<file path="config.mk">
export PLATFORM = sky130hd
export DESIGN_NAME = simt_mask_stack
export DESIGN_NICKNAME = d
export VERILOG_FILES = /design/src/rtl/dms_pkg.sv /design/src/rtl/dms_ctrl.sv /design/src/rtl/dms_data.sv /design/src/rtl/simt_mask_stack.sv
export SDC_FILE = /design/constraint.sdc
export NUM_CORES = 1
export LEC_CHECK = 0
export ABC_AREA = 1
export CORE_MARGIN = 4
export CORE_UTILIZATION = 60
export CTS_BUF_LIST = sky130_fd_sc_hd__clkbuf_8
export DETAILED_ROUTE_END_ITERATION = 12
export DONT_BUFFER_PORTS = 1
export PLACE_DENSITY = 0.82
export SLEW_MARGIN = 20
export SYNTH_ARGS = -nofsm -noshare
export SYNTH_HDL_FRONTEND = slang
export SYNTH_SLANG_ARGS = --single-unit
</file>
<file path="constraint.sdc">
create_clock -name clk -period 2.8 [get_ports clk]
set_input_delay 0 -clock clk [delete_from_list [all_inputs] [get_ports clk]]
set_output_delay 0 -clock clk [all_outputs]
set_load 0.01 [all_outputs]
</file>
<file path="src/rtl/dms_pkg.sv">
package dms_pkg;

  // Which command wins arbitration in a cycle
  typedef enum logic [1:0] {
    SEL_NONE = 2'd0,
    SEL_POP  = 2'd1,
    SEL_COMP = 2'd2,
    SEL_PUSH = 2'd3
  } cmdSel_t;

  // Strobes from control to datapath, at most one high per cycle
  typedef struct packed {
    logic doPush;
    logic doComp;
    logic doPop;
  } stackStrb_t;

endpackage

</file>
<file path="src/rtl/dms_ctrl.sv">
module dms_ctrl
  import dms_pkg::*;
(
  input  logic       clk,
  input  logic       rstN,
  input  logic       pushCmd,
  input  logic       compCmd,
  input  logic       popCmd,
  input  logic       stackEmpty,
  input  logic       stackFull,
  output stackStrb_t strb,
  output logic       overflowErr,
  output logic       underflowErr
);

  cmdSel_t cmdSel;
  logic    setOvf;
  logic    setUnf;

  // Fixed priority: pop, then complement, then push
  always_comb begin
    if (popCmd)       cmdSel = SEL_POP;
    else if (compCmd) cmdSel = SEL_COMP;
    else if (pushCmd) cmdSel = SEL_PUSH;
    else              cmdSel = SEL_NONE;
  end

  always_comb begin
    strb   = '0;
    setOvf = 1'b0;
    setUnf = 1'b0;
    unique case (cmdSel)
      SEL_POP: begin
        if (stackEmpty) setUnf = 1'b1;
        else            strb.doPop = 1'b1;
      end
      SEL_COMP: begin
        if (stackEmpty) setUnf = 1'b1;
        else            strb.doComp = 1'b1;
      end
      SEL_PUSH: begin
        if (stackFull) setOvf = 1'b1;
        else           strb.doPush = 1'b1;
      end
      default: ;
    endcase
  end

  always_ff @(posedge clk or negedge rstN) begin
    if (!rstN) begin
      overflowErr  <= 1'b0;
      underflowErr <= 1'b0;
    end else begin
      if (setOvf) overflowErr  <= 1'b1;
      if (setUnf) underflowErr <= 1'b1;
    end
  end

  AST_ONE_ACTION: assert property (@(posedge clk) disable iff (!rstN)
    $onehot0({strb.doPush, strb.doComp, strb.doPop}));
  AST_OVF_STICKY: assert property (@(posedge clk) disable iff (!rstN)
    overflowErr |=> overflowErr);
  AST_UNF_STICKY: assert property (@(posedge clk) disable iff (!rstN)
    underflowErr |=> underflowErr);

endmodule

</file>
<file path="src/rtl/dms_data.sv">
module dms_data
  import dms_pkg::*;
#(
  parameter int LANES = 8,
  parameter int DEPTH = 8
) (
  input  logic             clk,
  input  logic             rstN,
  input  stackStrb_t       strb,
  input  logic [LANES-1:0] predInput,
  output logic [LANES-1:0] curMask,
  output logic             stackEmpty,
  output logic             stackFull
);

  localparam int SP_W  = $clog2(DEPTH + 1);
  localparam int IDX_W = (DEPTH > 1) ? $clog2(DEPTH) : 1;

  logic [SP_W-1:0]  sp;
  logic [SP_W-1:0]  spDec;
  logic [IDX_W-1:0] topIdx;
  logic [LANES-1:0] stackMem [DEPTH];
  logic [LANES-1:0] topMask;

  assign spDec      = sp - SP_W'(1);
  assign topIdx     = spDec[IDX_W-1:0];
  assign topMask    = stackMem[topIdx];
  assign stackEmpty = (sp == '0);
  assign stackFull  = (sp == SP_W'(DEPTH));

  // Saved entries, each written only on a push at its own level
  for (genvar g = 0; g < DEPTH; g++) begin : gEntry
    always_ff @(posedge clk or negedge rstN) begin
      if (!rstN)                              stackMem[g] <= '1;
      else if (strb.doPush && sp == SP_W'(g)) stackMem[g] <= curMask;
    end
  end

  always_ff @(posedge clk or negedge rstN) begin
    if (!rstN) begin
      sp      <= '0;
      curMask <= '1;
    end else if (strb.doPush) begin
      sp      <= sp + SP_W'(1);
      curMask <= curMask & predInput;
    end else if (strb.doComp) begin
      curMask <= topMask & ~predInput;
    end else if (strb.doPop) begin
      sp      <= spDec;
      curMask <= topMask;
    end
  end

  AST_PUSH_SUBSET: assert property (@(posedge clk) disable iff (!rstN)
    strb.doPush |=> ((curMask & ~$past(curMask)) == '0));
  AST_COMP_KEEPS_DEPTH: assert property (@(posedge clk) disable iff (!rstN)
    strb.doComp |=> (sp == $past(sp)));
  AST_POP_SHRINKS: assert property (@(posedge clk) disable iff (!rstN)
    strb.doPop |=> (sp == $past(sp) - SP_W'(1)));
  AST_SP_BOUND: assert property (@(posedge clk) disable iff (!rstN)
    sp <= SP_W'(DEPTH));

endmodule

</file>
<file path="src/rtl/simt_mask_stack.sv">
module simt_mask_stack
  import dms_pkg::*;
#(
  parameter int LANES = 8,
  parameter int DEPTH = 8
) (
  input  logic             clk,
  input  logic             rstN,
  input  logic             pushCmd,
  input  logic             compCmd,
  input  logic             popCmd,
  input  logic [LANES-1:0] predInput,
  output logic [LANES-1:0] activeMask,
  output logic             allInactive,
  output logic             overflowErr,
  output logic             underflowErr
);

  stackStrb_t strb;
  logic       stackEmpty;
  logic       stackFull;

  dms_ctrl i_ctrl (
    .clk          (clk),
    .rstN         (rstN),
    .pushCmd      (pushCmd),
    .compCmd      (compCmd),
    .popCmd       (popCmd),
    .stackEmpty   (stackEmpty),
    .stackFull    (stackFull),
    .strb         (strb),
    .overflowErr  (overflowErr),
    .underflowErr (underflowErr)
  );

  dms_data #(.LANES(LANES), .DEPTH(DEPTH)) i_data (
    .clk        (clk),
    .rstN       (rstN),
    .strb       (strb),
    .predInput  (predInput),
    .curMask    (activeMask),
    .stackEmpty (stackEmpty),
    .stackFull  (stackFull)
  );

  assign allInactive = ~|activeMask;

  AST_FULL_HOLD: assert property (@(posedge clk) disable iff (!rstN)
    (pushCmd && !compCmd && !popCmd && stackFull) |=> $stable(activeMask));
  AST_EMPTY_HOLD: assert property (@(posedge clk) disable iff (!rstN)
    ((popCmd || compCmd) && stackEmpty) |=> $stable(activeMask));
  AST_IDLE_HOLD: assert property (@(posedge clk) disable iff (!rstN)
    (!pushCmd && !compCmd && !popCmd) |=> $stable(activeMask));

endmodule

</file>
# ---- Word-level counts from Yosys, hierarchy flattened
# Cells that the tools add are included.
dict set report totals {
  ff_bits 78
  out_inout_bits 11
  inputBits 13
}
dict set report classes {
  n_mux 21
  n_addsub 2
  n_eq_ne 12
  reduce_logical 15
  magnitude_cmp 1
  bitwise 4
}
# op count
set op_table {}
lappend op_table {{2-to-1 mux 8 bit} 5}
lappend op_table {{binary-select mux 8 bit (select 3 bit)} 1}
lappend op_table {{bitwise AND 8 bit} 2}
lappend op_table {{== test 4 x 3 -> 1 bit, second input constant} 4}
lappend op_table {{2-to-1 mux 4 bit} 3}
lappend op_table {{2-to-1 mux 1 bit} 9}
lappend op_table {{== test 4 x 2 -> 1 bit, second input constant} 2}
lappend op_table {{logical AND 1 bit} 8}
lappend op_table {{NOT 8 bit} 1}
lappend op_table {{OR reduction 8 bit} 1}
lappend op_table {{2-to-1 mux 2 bit} 3}
lappend op_table {{adder 4 x 1 -> 4 bit, second input constant} 1}
lappend op_table {{== test 2 bit, second input constant} 2}
lappend op_table {{== test 4 x 1 -> 1 bit, second input constant} 1}
lappend op_table {{== test 4 bit, second input constant} 1}
lappend op_table {{>= comparator 4 bit, second input constant} 1}
lappend op_table {{zero test 4 bit} 1}
lappend op_table {{NOT 3 -> 4 bit} 1}
lappend op_table {{subtractor 4 x 1 -> 4 bit, second input constant} 1}
lappend op_table {{nonzero test 3 bit} 1}
lappend op_table {{== test 2 x 1 -> 1 bit, second input constant} 1}
lappend op_table {{!= test 2 x 1 -> 1 bit, second input constant} 1}
lappend op_table {{AND reduction 2 bit} 1}
lappend op_table {{nonzero test 2 bit} 1}
lappend op_table {{2 further kinds} 2}

# ---- Depth between registers and ports, before layout
# Gate-level depths: netlist of run 1.
dict set report depth {
  ltp_word 8
  depth_mapped 14
  mapped_depth_nobuf 11
}

# ---- Modules after synthesis
# From an unflattened synthesis of run 1, not the netlist that was laid out.
dict set report hier_totals {
  hier_cells 474
  area_unflattened_um2 3895.0
}
# mod cells_each area_per_inst_um2 n_inst
set modules_own_cells {}
lappend modules_own_cells {dms_data 443 3703.6 1}
lappend modules_own_cells {dms_ctrl 24 165.2 1}
lappend modules_own_cells {simt_mask_stack 7 26.3 1}

# ---- Worst setup path before layout of run 1
# No wires, ideal clock.
dict set report synth_path {
  kind {flip-flop to flip-flop}
  from {reg i_data.sp[0]}
  to {reg i_data.sp[3]}
  setup_ns 0.117
  path_stages_with_launch 15
  synth_period_minus_slack_ns 2.016
  setup_slack_ns 0.784
  n_path_buf 3
  t_arrival_ns 1.899
  cell_sequence {dfrtp_1 > buf_2 > inv_1 > buf_2 > ha_1 > inv_2 > nor2_1 > nand2_1 > nand2_4 > buf_6 > nand2_1 > o21ai_1 > nand2_1 > nand2_1 > nand2_1}
}
dict set report synth_between {
  elab_chain_len 5
  elab_cells_between_ends 15
  cone_classes {2 x add/sub; 2 x eq/ne; 8 x mux; 3 x reduce/logical}
}
# item line
set synth_lines {}
lappend synth_lines {{start, declared} dms_data.sv:19} ;# logic [SP_W-1:0] sp;
lappend synth_lines {{start signal, assigned} dms_data.sv:44} ;# sp <= sp + SP_W'(1);
lappend synth_lines {{start signal, assigned} dms_data.sv:49} ;# sp <= spDec;
lappend synth_lines {{parallel branches: the longest is 5 deep, another holds subtractor 4 x 1 -> 4 bit} -}
# Parallel ways; which one is timed is not known. The select of a mux whose other input is x is not followed.
# A chain may end at the register's enable or synchronous reset.

# ---- Final worst setup path of run 1
dict set report layout_path {
  from {reg i_data.sp[1]}
  to {reg i_data.curMask[5]}
}
dict set report layout_between {
  elab_chain_len 8
  elab_cells_between_ends 17
  cone_classes {1 x add/sub; 1 x eq/ne; 11 x mux; 2 x bitwise; 2 x reduce/logical}
}
# item line
set layout_lines {}
lappend layout_lines {{subtractor 4 x 1 -> 4 bit} dms_data.sv:25} ;# assign spDec = sp - SP_W'(1);
lappend layout_lines {{NOT 3 -> 4 bit (not written as such)} dms_data.sv:27} ;# assign topMask = stackMem[topIdx];
lappend layout_lines {{binary-select mux 8 bit (select 3 bit)} dms_data.sv:27}
lappend layout_lines {{2-to-1 mux 8 bit (not written as such) (2 in a row)} dms_data.sv:27}
lappend layout_lines {{2-to-1 mux 8 bit / bitwise AND 8 bit (equally long branches)} {dms_data.sv:48, dms_data.sv:47}}
lappend layout_lines {{2-to-1 mux 8 bit} dms_data.sv:46} ;# end else if (strb.doComp) begin
lappend layout_lines {{2-to-1 mux 8 bit} dms_data.sv:43} ;# end else if (strb.doPush) begin
lappend layout_lines {{end signal, assigned} dms_data.sv:45} ;# curMask <= curMask & predInput;
lappend layout_lines {{end signal, assigned} dms_data.sv:47} ;# curMask <= topMask & ~predInput;
lappend layout_lines {{end signal, assigned} dms_data.sv:50} ;# curMask <= topMask;
lappend layout_lines {{end, declared} dms_data.sv:11} ;# output logic [LANES-1:0] curMask,
# Several ways; a longest one is shown, not always the timed one. The select of a mux whose other input is x is not followed.

==> results of run 1 <==
[critical path, cell delays in order (launching register included)]
cell and delay (ns):
dfrtp_1 0.42, inv_1 0.11, ha_1 0.32, clkinv_1 0.46, nand3_1 0.27, nand3_1 0.12, nand2_1 0.12, nand2_1 0.05
a21oi_1 0.13
[what timing repair did]
item	in CTS	in global routing
hold buffers	10	0
setup buffers	0	0
setup endpoints to repair	0	0
hold endpoints to repair	86	0
[registers in the layout (all words and copies together), names as in the netlist]
| signal | flops |
|---|---|
| i_data.curMask | 8 |
| i_data.sp | 4 |
| i_ctrl.underflowErr | 1 |
| i_ctrl.overflowErr | 1 |
| i_data.stackMem | 64 |
[report_power, final]
part / leakage [nW] / switching, W / internal (W)
Combinational: 0.931 / 0.00157 / 0.000776
Clock: 0.0889 / 0.000447 / 0.000351
Sequential: 0.820 / 0.000388 / 0.00195
[final cells by class]
type	count	area, µm²
clock buffer	10	138
multi-input combinational	370	1780
sequential	78	2040
antenna	1	2.50
tap	77	96.3
inverter	29	119
timing repair buffer	13	140
fill	536	2130
clock inverter	6	46.3
[worst paths after layout]
kind	slack [ns]	endpoint
max	0.73	i_data.curMask[5]
min	0.06	i_ctrl.underflowErr
max reg2reg	0.73	i_data.curMask[5]
min reg2reg	0.48	i_data.stackMem[37]
max in group asynchronous	2.26	i_data.stackMem[15]
min in group asynchronous	0.17	i_data.sp[3]
[layer usage]
| metal | up-vias | share of wire | track usage |
|---|---|---|---|
| met4 | 0 | 0.026 | 0.124 |
| met2 | 134 | 0.46 | 0.376 |
| li1 | 1618 | - | - |
| met1 | 1590 | 0.44 | 0.339 |
| met5 | - | 0 | 0 |
| met3 | 25 | 0.070 | 0.0525 |
[stage by stage]
step,instances,util,hold slack [ns],total power [W],setup WS (ns)
2_1_floorplan,499,-,-0.296,0.00405,0.784
6_report,584,0.673,0.0620,0.00549,0.727
3_3_place_gp,557,0.626,-0.293,0.00454,0.886
4_1_cts,583,0.672,0.0590,0.00547,0.768
3_5_place_dp,557,0.626,-0.293,0.00463,0.793
5_1_grt,583,0.672,0.117,0.00591,0.581
[cell families after synthesis]
| family | synth area share |
|---|---|
| AOI/OAI and AO/OA | 0.108 |
| xor gates and xnor gates | 0.00429 |
| adders and majority gates | 0.0245 |
| buffers and inverters | 0.0640 |
| DFF | 0.500 |
| and+or+nand+nor | 0.300 |
[synth_stat cells]
cell type and instances:
nand2_4 3, nor2_1 33, buf_1 1, ha_1 8, nor3_1 3, xor2_1 1, a31o_2 2, buf_6 5
nand4_1 1, o21ai_2 2, nand3b_1 1, inv_1 23, nor2_4 2, xnor2_1 1, buf_4 3, nand3_1 51
buf_2 9, o21ai_1 9, clkbuf_1 4, o21ai_0 64, inv_6 1, clkinv_1 3, nand2_1 175, dfstp_2 72
a21oi_1 8, nand3_4 6, clkinv_4 1, dfrtp_1 6, inv_2 1
==> impl_metrics.py, run 1 <==
metrics = {
    "clocking": {
        "cts_tree": "yes",
        "clock_sinks": 78,
        "cts_root_buf": "clkbuf_8",
        "clockBufferDepth": 2,
        "path_clk_slew_ns": 0.10,
        "clk_latency_ns": 0.36,
        "cts_resized": 0,
        "numCtsBuffers": 9,
        "cts_htree_levels": 3,
    },
    "route": {
        "wirelength_mm": 9.89,
        "first_pass_iters": 5,
        "route.detailed.drc": 0,
        "ant_nets": 0,
        "wl_per_cell_um": 16.9,
        "drt_iter0_markers": 310,
        "num_vias": 3367,
        "vias_per_cell": 5.77,
    },
    "critical_path": {
        "cp_data_arrival_time_ns": 2.37,
        "rr_startpoint": "i_data.sp[1]",
        "worst-path-max-fanout": 17,
        "endpoint_kind": "flip-flop",
        "startpoint_type": "flip-flop",
        "critPathLaunch": "i_data.sp[1]",
        "reg2regPathDepth": 8,
        "critical_path_class": "reg -> reg",
        "critical_path_required_ns": 3.10,
    },
    "power": {
        "vdd.ir_drop.worst_v": 0.000724,
        "leakage_nw": 1.84,
        "power.density_mw_per_mm2": 1260,
    },
    "floorplan": {
        "die_area_mm2": 0.00820,
        "initial_core_util": 0.629,
        "core_area_mm2": 0.00649,
        "row_count": 29,
        "chipWidth_um": 90.5,
        "die_h_um": 90.5,
        "io_pins": 24,
    },
    "cells_and_area": {
        "mostFrequentLayoutCell": "nand2_1",
        "final_cell_mix": "175 x nand2_1, 72 x dfstp_2, 64 x o21ai_0, 51 x nand3_1, 33 x nor2_1",
        "layout-drive-gt1-share": 0.217,
        "stdcell_area_mm2": 0.00437,
        "area_growth_pct": 6.86,
        "nets": 522,
    },
    "sta": {
        "fmax_ghz": 0.482,
        "rsz0062_at_grt": "false",
        "setup_viol": 0,
        "slew_viol_final": 0,
        "worst_clock_skew_ns": 0.0147,
        "fin_tns_setup_ns": 0,
        "relSlewSlack": 0.601,
        "tightest_slew_ns": 0.597,
        "finalCritPeriodShare": 0.740,
        "hold_violations": 0,
        "layout_min_cycle_time_ns": 2.07,
    },
    "logic_synthesis": {
        "netlist_instances": 499,
        "syn_area_per_cell_um2": 8.19,
        "synth_area_leaders": "dfstp_2 46%, nand2_1 16%, o21ai_0 7.8%",
        "synth_area_mm2": 0.00409,
        "netlist-cell-type-count": 29,
        "yosysTopAreaCell": "dfstp_2",
        "ys_seq_area_frac": 0.500,
        "ys_ff_latch": 78,
        "netlist.area_leader.share": 0.463,
        "yosys_warnings": 0,
        "syn-num-nets": 520,
    },
    "min_path": {
        "hold_class": "in -> reg",
        "hold_depth": 4,
        "hp-start": "popCmd",
    },
    "placed_design": {
        "dpl.hpwl_mm": 6.08,
        "io_buffers": 0,
        "post_dp_cell_area_mm2": 0.00406,
        "gp_congestion": 0.849,
    },
    "grt": {
        "grt_pass1_wl_mm": 16.0,
        "track_usage": 0.249,
        "grt_start_max_net_pins": 79,
        "grt_pass1_vias": 3176,
        "grt_overflow": 0,
        "antenna_found_initial": 0,
    },
    "status": {
        "status": "completed",
    },
    "job": {
        "maxCapViolations": 0,
    },
}
(Power assumes the default switching activity.)
==> run 2: changes to the inputs <==
--- a/config.mk
+++ b/config.mk
@@ -11,7 +11,7 @@
 export CTS_BUF_LIST = sky130_fd_sc_hd__clkbuf_8
 export DETAILED_ROUTE_END_ITERATION = 12
 export DONT_BUFFER_PORTS = 1
-export PLACE_DENSITY = 0.82
+export PLACE_DENSITY = 0.85
 export SLEW_MARGIN = 20
 export SYNTH_ARGS = -nofsm -noshare
 export SYNTH_HDL_FRONTEND = slang
==> constraint.sdc (replaced) <==
create_clock -name clk -period 1.9 [get_ports clk]
set_input_delay 0 -clock clk [delete_from_list [all_inputs] [get_ports clk]]
set_output_delay 0 -clock clk [all_outputs]
set_load 0.01 [all_outputs]
==> impl_metrics.py, run 2 (synthesis gave the netlist of run 1 again) <==
metrics = {
    "floorplan": {
        "die_h_um": 90.5,
        "chipWidth_um": 90.5,
        "io_pins": 24,
        "row_count": 29,
        "core_area_mm2": 0.00649,
        "initial_core_util": 0.629,
        "die_area_mm2": 0.00820,
    },
    "power": {
        "p_comb_frac": 0.438,
        "vdd.ir_drop.worst_v": 0.00102,
        "clockPowerShare": 0.173,
        "seqPwrFrac": 0.390,
        "p_int_w": 0.00500,
        "leakage_nw": 1.89,
        "switchingPower_w": 0.00383,
        "power.density_mw_per_mm2": 1970,
        "power_switching_share": 0.434,
    },
    "grt": {
        "use_met3": 0.0708,
        "grt_pass1_vias": 3403,
        "track_usage": 0.263,
        "grt_overflow": 0,
        "antenna_found_initial": 0,
        "grt_pass1_wl_mm": 17.0,
        "grt_use_met1": 0.349,
        "grtUsageMet2": 0.400,
        "busiest_layer": "met2",
        "grt_start_max_net_pins": 79,
    },
    "critical_path": {
        "path_buf_inv": 3,
        "reg2reg_slack_ns": 0.14,
        "crit_path_top_delay_cell": "dfrtp_1",
        "critPathLaunch": "i_data.sp[1]",
        "startpoint_type": "flip-flop",
        "r2r_end": "i_data.stackMem[46]",
        "cp_data_arrival_time_ns": 2.04,
        "slowest_delay_ns": 0.45,
        "rr_startpoint": "i_data.sp[1]",
        "worstPathCellList": "inv_2 > ha_4 > inv_2 > nor2_2 > nand2_2 > nand2_8 > inv_6 > nand3_4 > o21ai_0",
        "worst-path-max-fanout": 16,
        "cp_top_family": "simple AND/OR/NAND/NOR gates",
        "endpoint_kind": "flip-flop",
        "cpMostUsedCell": "inv_2",
        "critical_path_class": "reg -> reg",
        "endpoint": "i_data.stackMem[46]",
        "critical_path_required_ns": 2.18,
        "cp.depth": 9,
        "reg2regPathDepth": 9,
    },
    "job": {
        "maxCapViolations": 0,
    },
    "placed_design": {
        "gp_congestion": 0.895,
        "io_buffers": 0,
        "dpl.hpwl_mm": 6.30,
    },
    "cells_and_area": {
        "antenna_cells": 0,
        "largestRegisters": "i_data.stackMem: 64 flops, i_data.curMask: 8 flops, i_data.sp: 4 flops",
        "final_cell_mix": "173 x nand2_1, 72 x dfstp_2, 57 x o21ai_0, 51 x nand3_1, 32 x nor2_1",
        "ff_latch_area_mm2": 0.00204,
        "finalCoreUtilization": 0.692,
        "area_growth_pct": 9.98,
        "layout-drive-gt1-share": 0.239,
        "multiInputGateArea_mm2": 0.00182,
        "nets": 526,
        "mostFrequentLayoutCell": "nand2_1",
        "fill_cells": 490,
        "largest_reg_flops": 64,
        "regMostFlops": "i_data.stackMem",
    },
    "route": {
        "first_pass_iters": 5,
        "wl_per_cell_um": 17.4,
        "num_vias": 3589,
        "ant_nets": 0,
        "route.detailed.drc": 0,
        "drt_iter0_markers": 455,
        "vias_per_cell": 6.11,
        "wirelength_mm": 10.2,
    },
    "sta": {
        "hold_violations": 0,
        "worst_clock_skew_ns": 0.00799,
        "relSlewSlack": 0.613,
        "slew_viol_final": 0,
        "layout_min_cycle_time_ns": 1.76,
        "fmax_ghz": 0.569,
        "rsz0062_at_grt": "false",
        "setup_viol": 0,
        "finalCritPeriodShare": 0.925,
        "fin_tns_setup_ns": 0,
        "tightest_slew_ns": 0.579,
    },
    "clocking": {
        "cts_root_buf": "clkbuf_8",
        "numCtsBuffers": 9,
        "clockBufferDepth": 2,
        "clock_sinks": 78,
        "clk_latency_ns": 0.36,
        "cts_tree": "yes",
        "path_clk_slew_ns": 0.08,
        "cts_htree_levels": 3,
    },
    "status": {
        "status": "completed",
    },
    "min_path": {
        "hold_class": "in -> reg",
    },
}
run 2: stage by stage:
stage	setup slack (ns)	std cells	total power (W)	hold slack (ns)	area [µm²]
finish	0.142	587	0.00884	0.0641	4500
global route	0.00668	587	0.00949	0.0670	4500
CTS	0.0595	585	0.00865	0.0537	4460
detailed placement	0.0232	559	0.00703	-0.292	4090
global placement	0.169	559	0.00688	-0.291	4090
floorplan	0.0193	499	0.00602	-0.296	4110
run 2: per-layer routing:
layer	part of all wire	vias to the layer above
met4	0.031	0
met1	0.40	1712
met3	0.094	37
met5	0	-
li1	-	1638
met2	0.47	202
run 2: timing repair:
item / in CTS / in global routing
gates resized for setup: 1 / 14
setup endpoints to repair: 1 / 60
pin swaps: 0 / 1
hold buffers: 10 / 0
cloned: 0 / 1
setup buffers: 0 / 1
hold endpoints to repair: 86 / 0
run 2: area by class of cell:
class / instances / area share
Timing Repair Buffer: 16 / 0.0362
Sequential cell: 78 / 0.454
Multi-Input combinational cell: 371 / 0.406
Clock inverter: 7 / 0.0270
Clock buffer: 9 / 0.0276
Tap cell: 77 / 0.0214
Inverter: 29 / 0.0278
run 2: worst min-delay path by stage:
stage            from                   to  slack, ns  cells after the start
3_3_place_gp     rstN         i_data.sp[0]      -0.29                      0
2_1_floorplan    rstN   i_ctrl.overflowErr      -0.30                      0
5_1_grt        popCmd  i_ctrl.underflowErr       0.07                      4
6_report       popCmd  i_ctrl.underflowErr       0.06                      4
4_1_cts        popCmd  i_ctrl.underflowErr       0.05                      4
3_5_place_dp     rstN         i_data.sp[0]      -0.29                      0
run 2: worst register-to-register path: stages, from the launching register on:
cell,delay (ns)
dfrtp_1,0.45
inv_2,0.10
ha_4,0.19
inv_2,0.05
nor2_2,0.03
nand2_2,0.13
nand2_8,0.11
inv_6,0.17
nand3_4,0.21
o21ai_0,0.24
run 2: power by group through the flow:
stage | combinational (W) | clock, W | sequential, W
5_1_grt | 0.00432 | 0.00163 | 0.00354
2_1_floorplan | 0.00273 | 0 | 0.00329
6_report | 0.00387 | 0.00153 | 0.00344
4_1_cts | 0.00368 | 0.00154 | 0.00343
3_3_place_gp | 0.00347 | 0 | 0.00341
3_5_place_dp | 0.00358 | 0 | 0.00344
==> run 3: changes to the inputs <==
--- a/config.mk
+++ b/config.mk
@@ -5,13 +5,13 @@
 export SDC_FILE = /design/constraint.sdc
 export NUM_CORES = 1
 export LEC_CHECK = 0
-export ABC_AREA = 1
 export CORE_MARGIN = 4
 export CORE_UTILIZATION = 60
 export CTS_BUF_LIST = sky130_fd_sc_hd__clkbuf_8
 export DETAILED_ROUTE_END_ITERATION = 12
 export DONT_BUFFER_PORTS = 1
 export PLACE_DENSITY = 0.85
+export RECOVER_POWER = 50
 export SLEW_MARGIN = 20
 export SYNTH_ARGS = -nofsm -noshare
 export SYNTH_HDL_FRONTEND = slang
==> impl_metrics.py, run 3 <==
metrics = {
    "status": {
        "status": "completed",
    },
    "logic_synthesis": {
        "netlist_instances": 317,
        "netlist.area_leader.share": 0.465,
        "synthFlopType": "dfstp_2",
        "ys_seq_area_frac": 0.502,
        "yosysTopAreaCell": "dfstp_2",
        "yosys-top-cells-count": "78 x mux2_2, 72 x dfstp_2, 37 x nand3_1",
        "syn_area_per_cell_um2": 12.8,
        "synth_area_leaders": "dfstp_2 47%, mux2_2 22%, nand3_1 4.6%",
        "synthArstFlopShare": 1.00,
        "netlist-cell-type-count": 40,
        "yosys_warnings": 0,
        "syn-num-nets": 338,
        "ys_ff_latch": 78,
        "synth_edf_count": 0,
        "synth_area_mm2": 0.00407,
        "yosysMostFrequentCell": "mux2_2",
    },
    "critical_path": {
        "endpoint_kind": "flip-flop",
        "critical_path_class": "reg -> reg",
        "worstPathCellList": "buf_4 > ha_1 > nand2_1 > nor3_2 > buf_4 > mux2_2",
        "slowest_delay_ns": 0.39,
        "worst-path-max-fanout": 14,
        "startpoint_type": "flip-flop",
        "cp_data_arrival_time_ns": 2.15,
        "crit_path_top_delay_cell": "dfrtp_2",
        "critical_path_required_ns": 2.19,
        "cp_top_family": "buffers and inverters",
        "path_buf_inv": 2,
        "cpMostUsedCell": "buf_4",
    },
    "floorplan": {
        "die_h_um": 90.3,
        "initial_core_util": 0.629,
        "row_count": 29,
        "core_area_mm2": 0.00646,
        "die_area_mm2": 0.00816,
        "io_pins": 24,
        "chipWidth_um": 90.3,
    },
    "sta": {
        "fmax_ghz": 0.539,
        "finalCritPeriodShare": 0.977,
        "worst_clock_skew_ns": 0.0136,
        "fin_tns_setup_ns": 0,
        "setup_viol": 0,
        "slew_viol_final": 0,
        "setup_ws_ns": 0.0444,
        "tightest_slew_ns": 1.03,
        "layout_min_cycle_time_ns": 1.86,
        "rsz0062_at_grt": "true",
        "hold_violations": 0,
        "relSlewSlack": 0.313,
    },
    "grt": {
        "grt_pass1_wl_mm": 15.9,
        "antenna_found_initial": 0,
        "grt_overflow": 0,
        "track_usage": 0.251,
        "grt_pass1_vias": 2945,
        "grt_start_max_net_pins": 79,
    },
    "job": {
        "maxCapViolations": 0,
    },
    "cells_and_area": {
        "antenna_cells": 0,
        "layout-drive-gt1-share": 0.601,
        "final_cell_mix": "78 x mux2_2, 70 x dfstp_2, 37 x nand3_1, 21 x buf_4, 15 x mux2i_1",
        "nets": 362,
        "stdcell_area_mm2": 0.00466,
        "mostFrequentLayoutCell": "mux2_2",
        "regMostFlops": "i_data.stackMem",
        "fill_cells": 425,
        "largest_reg_flops": 64,
        "largestRegisters": "i_data.stackMem: 64 flops, i_data.curMask: 8 flops, i_data.sp: 4 flops",
        "area_growth_pct": 14.6,
    },
    "clocking": {
        "clockBufferDepth": 2,
        "cts_root_buf": "clkbuf_8",
        "cts_setup_buffers": 0,
        "clock_sinks": 78,
        "cts_tree": "yes",
        "numCtsBuffers": 9,
        "path_clk_slew_ns": 0.08,
        "clk_latency_ns": 0.36,
        "cts_htree_levels": 3,
    },
    "min_path": {
        "hold_class": "in -> reg",
    },
    "route": {
        "num_vias": 2750,
        "ant_nets": 0,
        "wl_per_cell_um": 22.6,
        "wirelength_mm": 9.57,
        "first_pass_iters": 5,
        "drt_iter0_markers": 243,
        "vias_per_cell": 6.50,
        "route.detailed.drc": 0,
    },
    "placed_design": {
        "place_ws_ns": 0.00478,
        "post_dp_cell_area_mm2": 0.00430,
        "gp_congestion": 0.905,
        "dpl.hpwl_mm": 6.23,
        "io_buffers": 0,
    },
    "power": {
        "switchingPower_w": 0.00303,
        "power_switching_share": 0.355,
        "vdd.ir_drop.worst_v": 0.00101,
        "p_int_w": 0.00552,
        "clockPowerShare": 0.177,
        "leakage_nw": 1.94,
        "p_comb_frac": 0.427,
        "power.density_mw_per_mm2": 1840,
        "seqPwrFrac": 0.396,
    },
}
[run 3: logic make-up (layout without fill, tap and decap cells)]
kind of cell,count (synthesis),count (layout),share of synthesized area
compound gates,26,26,0.0489
xor+xnor,5,5,0.0154
fa+ha+maj,8,8,0.0246
buf+inv,27,56,0.0283
flops,78,78,0.502
mux,95,95,0.266
simple gates,78,78,0.115
[run 3: worst min-delay path: cells and delay by family]
kind,cells,cell delay [ns]
AOI/OAI and AO/OA,2,0.21
adders and majority gates,1,0.15
[run 3: power by group through the flow]
stage	logic [W]	registers [W]	clock network [W]
after floorplan	0.00262	0.00309	0
after global routing	0.00393	0.00350	0.00161
after global placement	0.00334	0.00334	0
after detailed placement	0.00346	0.00340	0
final	0.00365	0.00338	0.00152
after CTS	0.00355	0.00338	0.00154
[run 3: layer usage]
metal	GRT usage	wire length, µm
met1	0.338	4050
met2	0.381	4620
met3	0.0633	577
met4	0.122	326
met5	0	0
[run 3: what timing repair did]
item                                    in CTS  in global routing
gates resized for setup                      0                  4
pin swaps                                    0                  0
hold buffers                                10                  0
endpoints found under the setup margin       2                 17
endpoints found under the hold margin       86                  0
[run 3: final timing paths]
check	depth (start not counted)	slack [ns]	to	startpoint
max	6	0.04	i_data.stackMem[37]	i_data.sp[0]
min	3	0.03	i_ctrl.underflowErr	popCmd
max reg2reg	6	0.04	i_data.stackMem[37]	i_data.sp[0]
min reg2reg	1	0.55	i_ctrl.underflowErr	i_ctrl.underflowErr
max in group asynchronous	2	0.78	i_data.sp[0]	rstN
min in group asynchronous	2	0.36	i_data.sp[3]	rstN
[run 3: stage by stage]
step,instances,hold slack [ns],power (W),utilization
finish,423,0.0264,0.00855,0.721
global route,423,0.0445,0.00904,0.721
detailed placement,397,-0.293,0.00686,0.665
floorplan,317,-0.296,0.00571,-
CTS,423,0.0195,0.00847,0.721
global placement,397,-0.292,0.00668,0.665
[run 3: layout make-up]
class                           instances  area, µm²  share of cell area
Tap cell                               77       96.3              0.0207
Clock buffer                            9        124              0.0266
Sequential cell                        78       2040               0.439
Clock inverter                          7        120              0.0258
Multi-Input combinational cell        212       1930               0.415
Timing Repair Buffer                   34        315              0.0677
Inverter                                6       27.5             0.00591
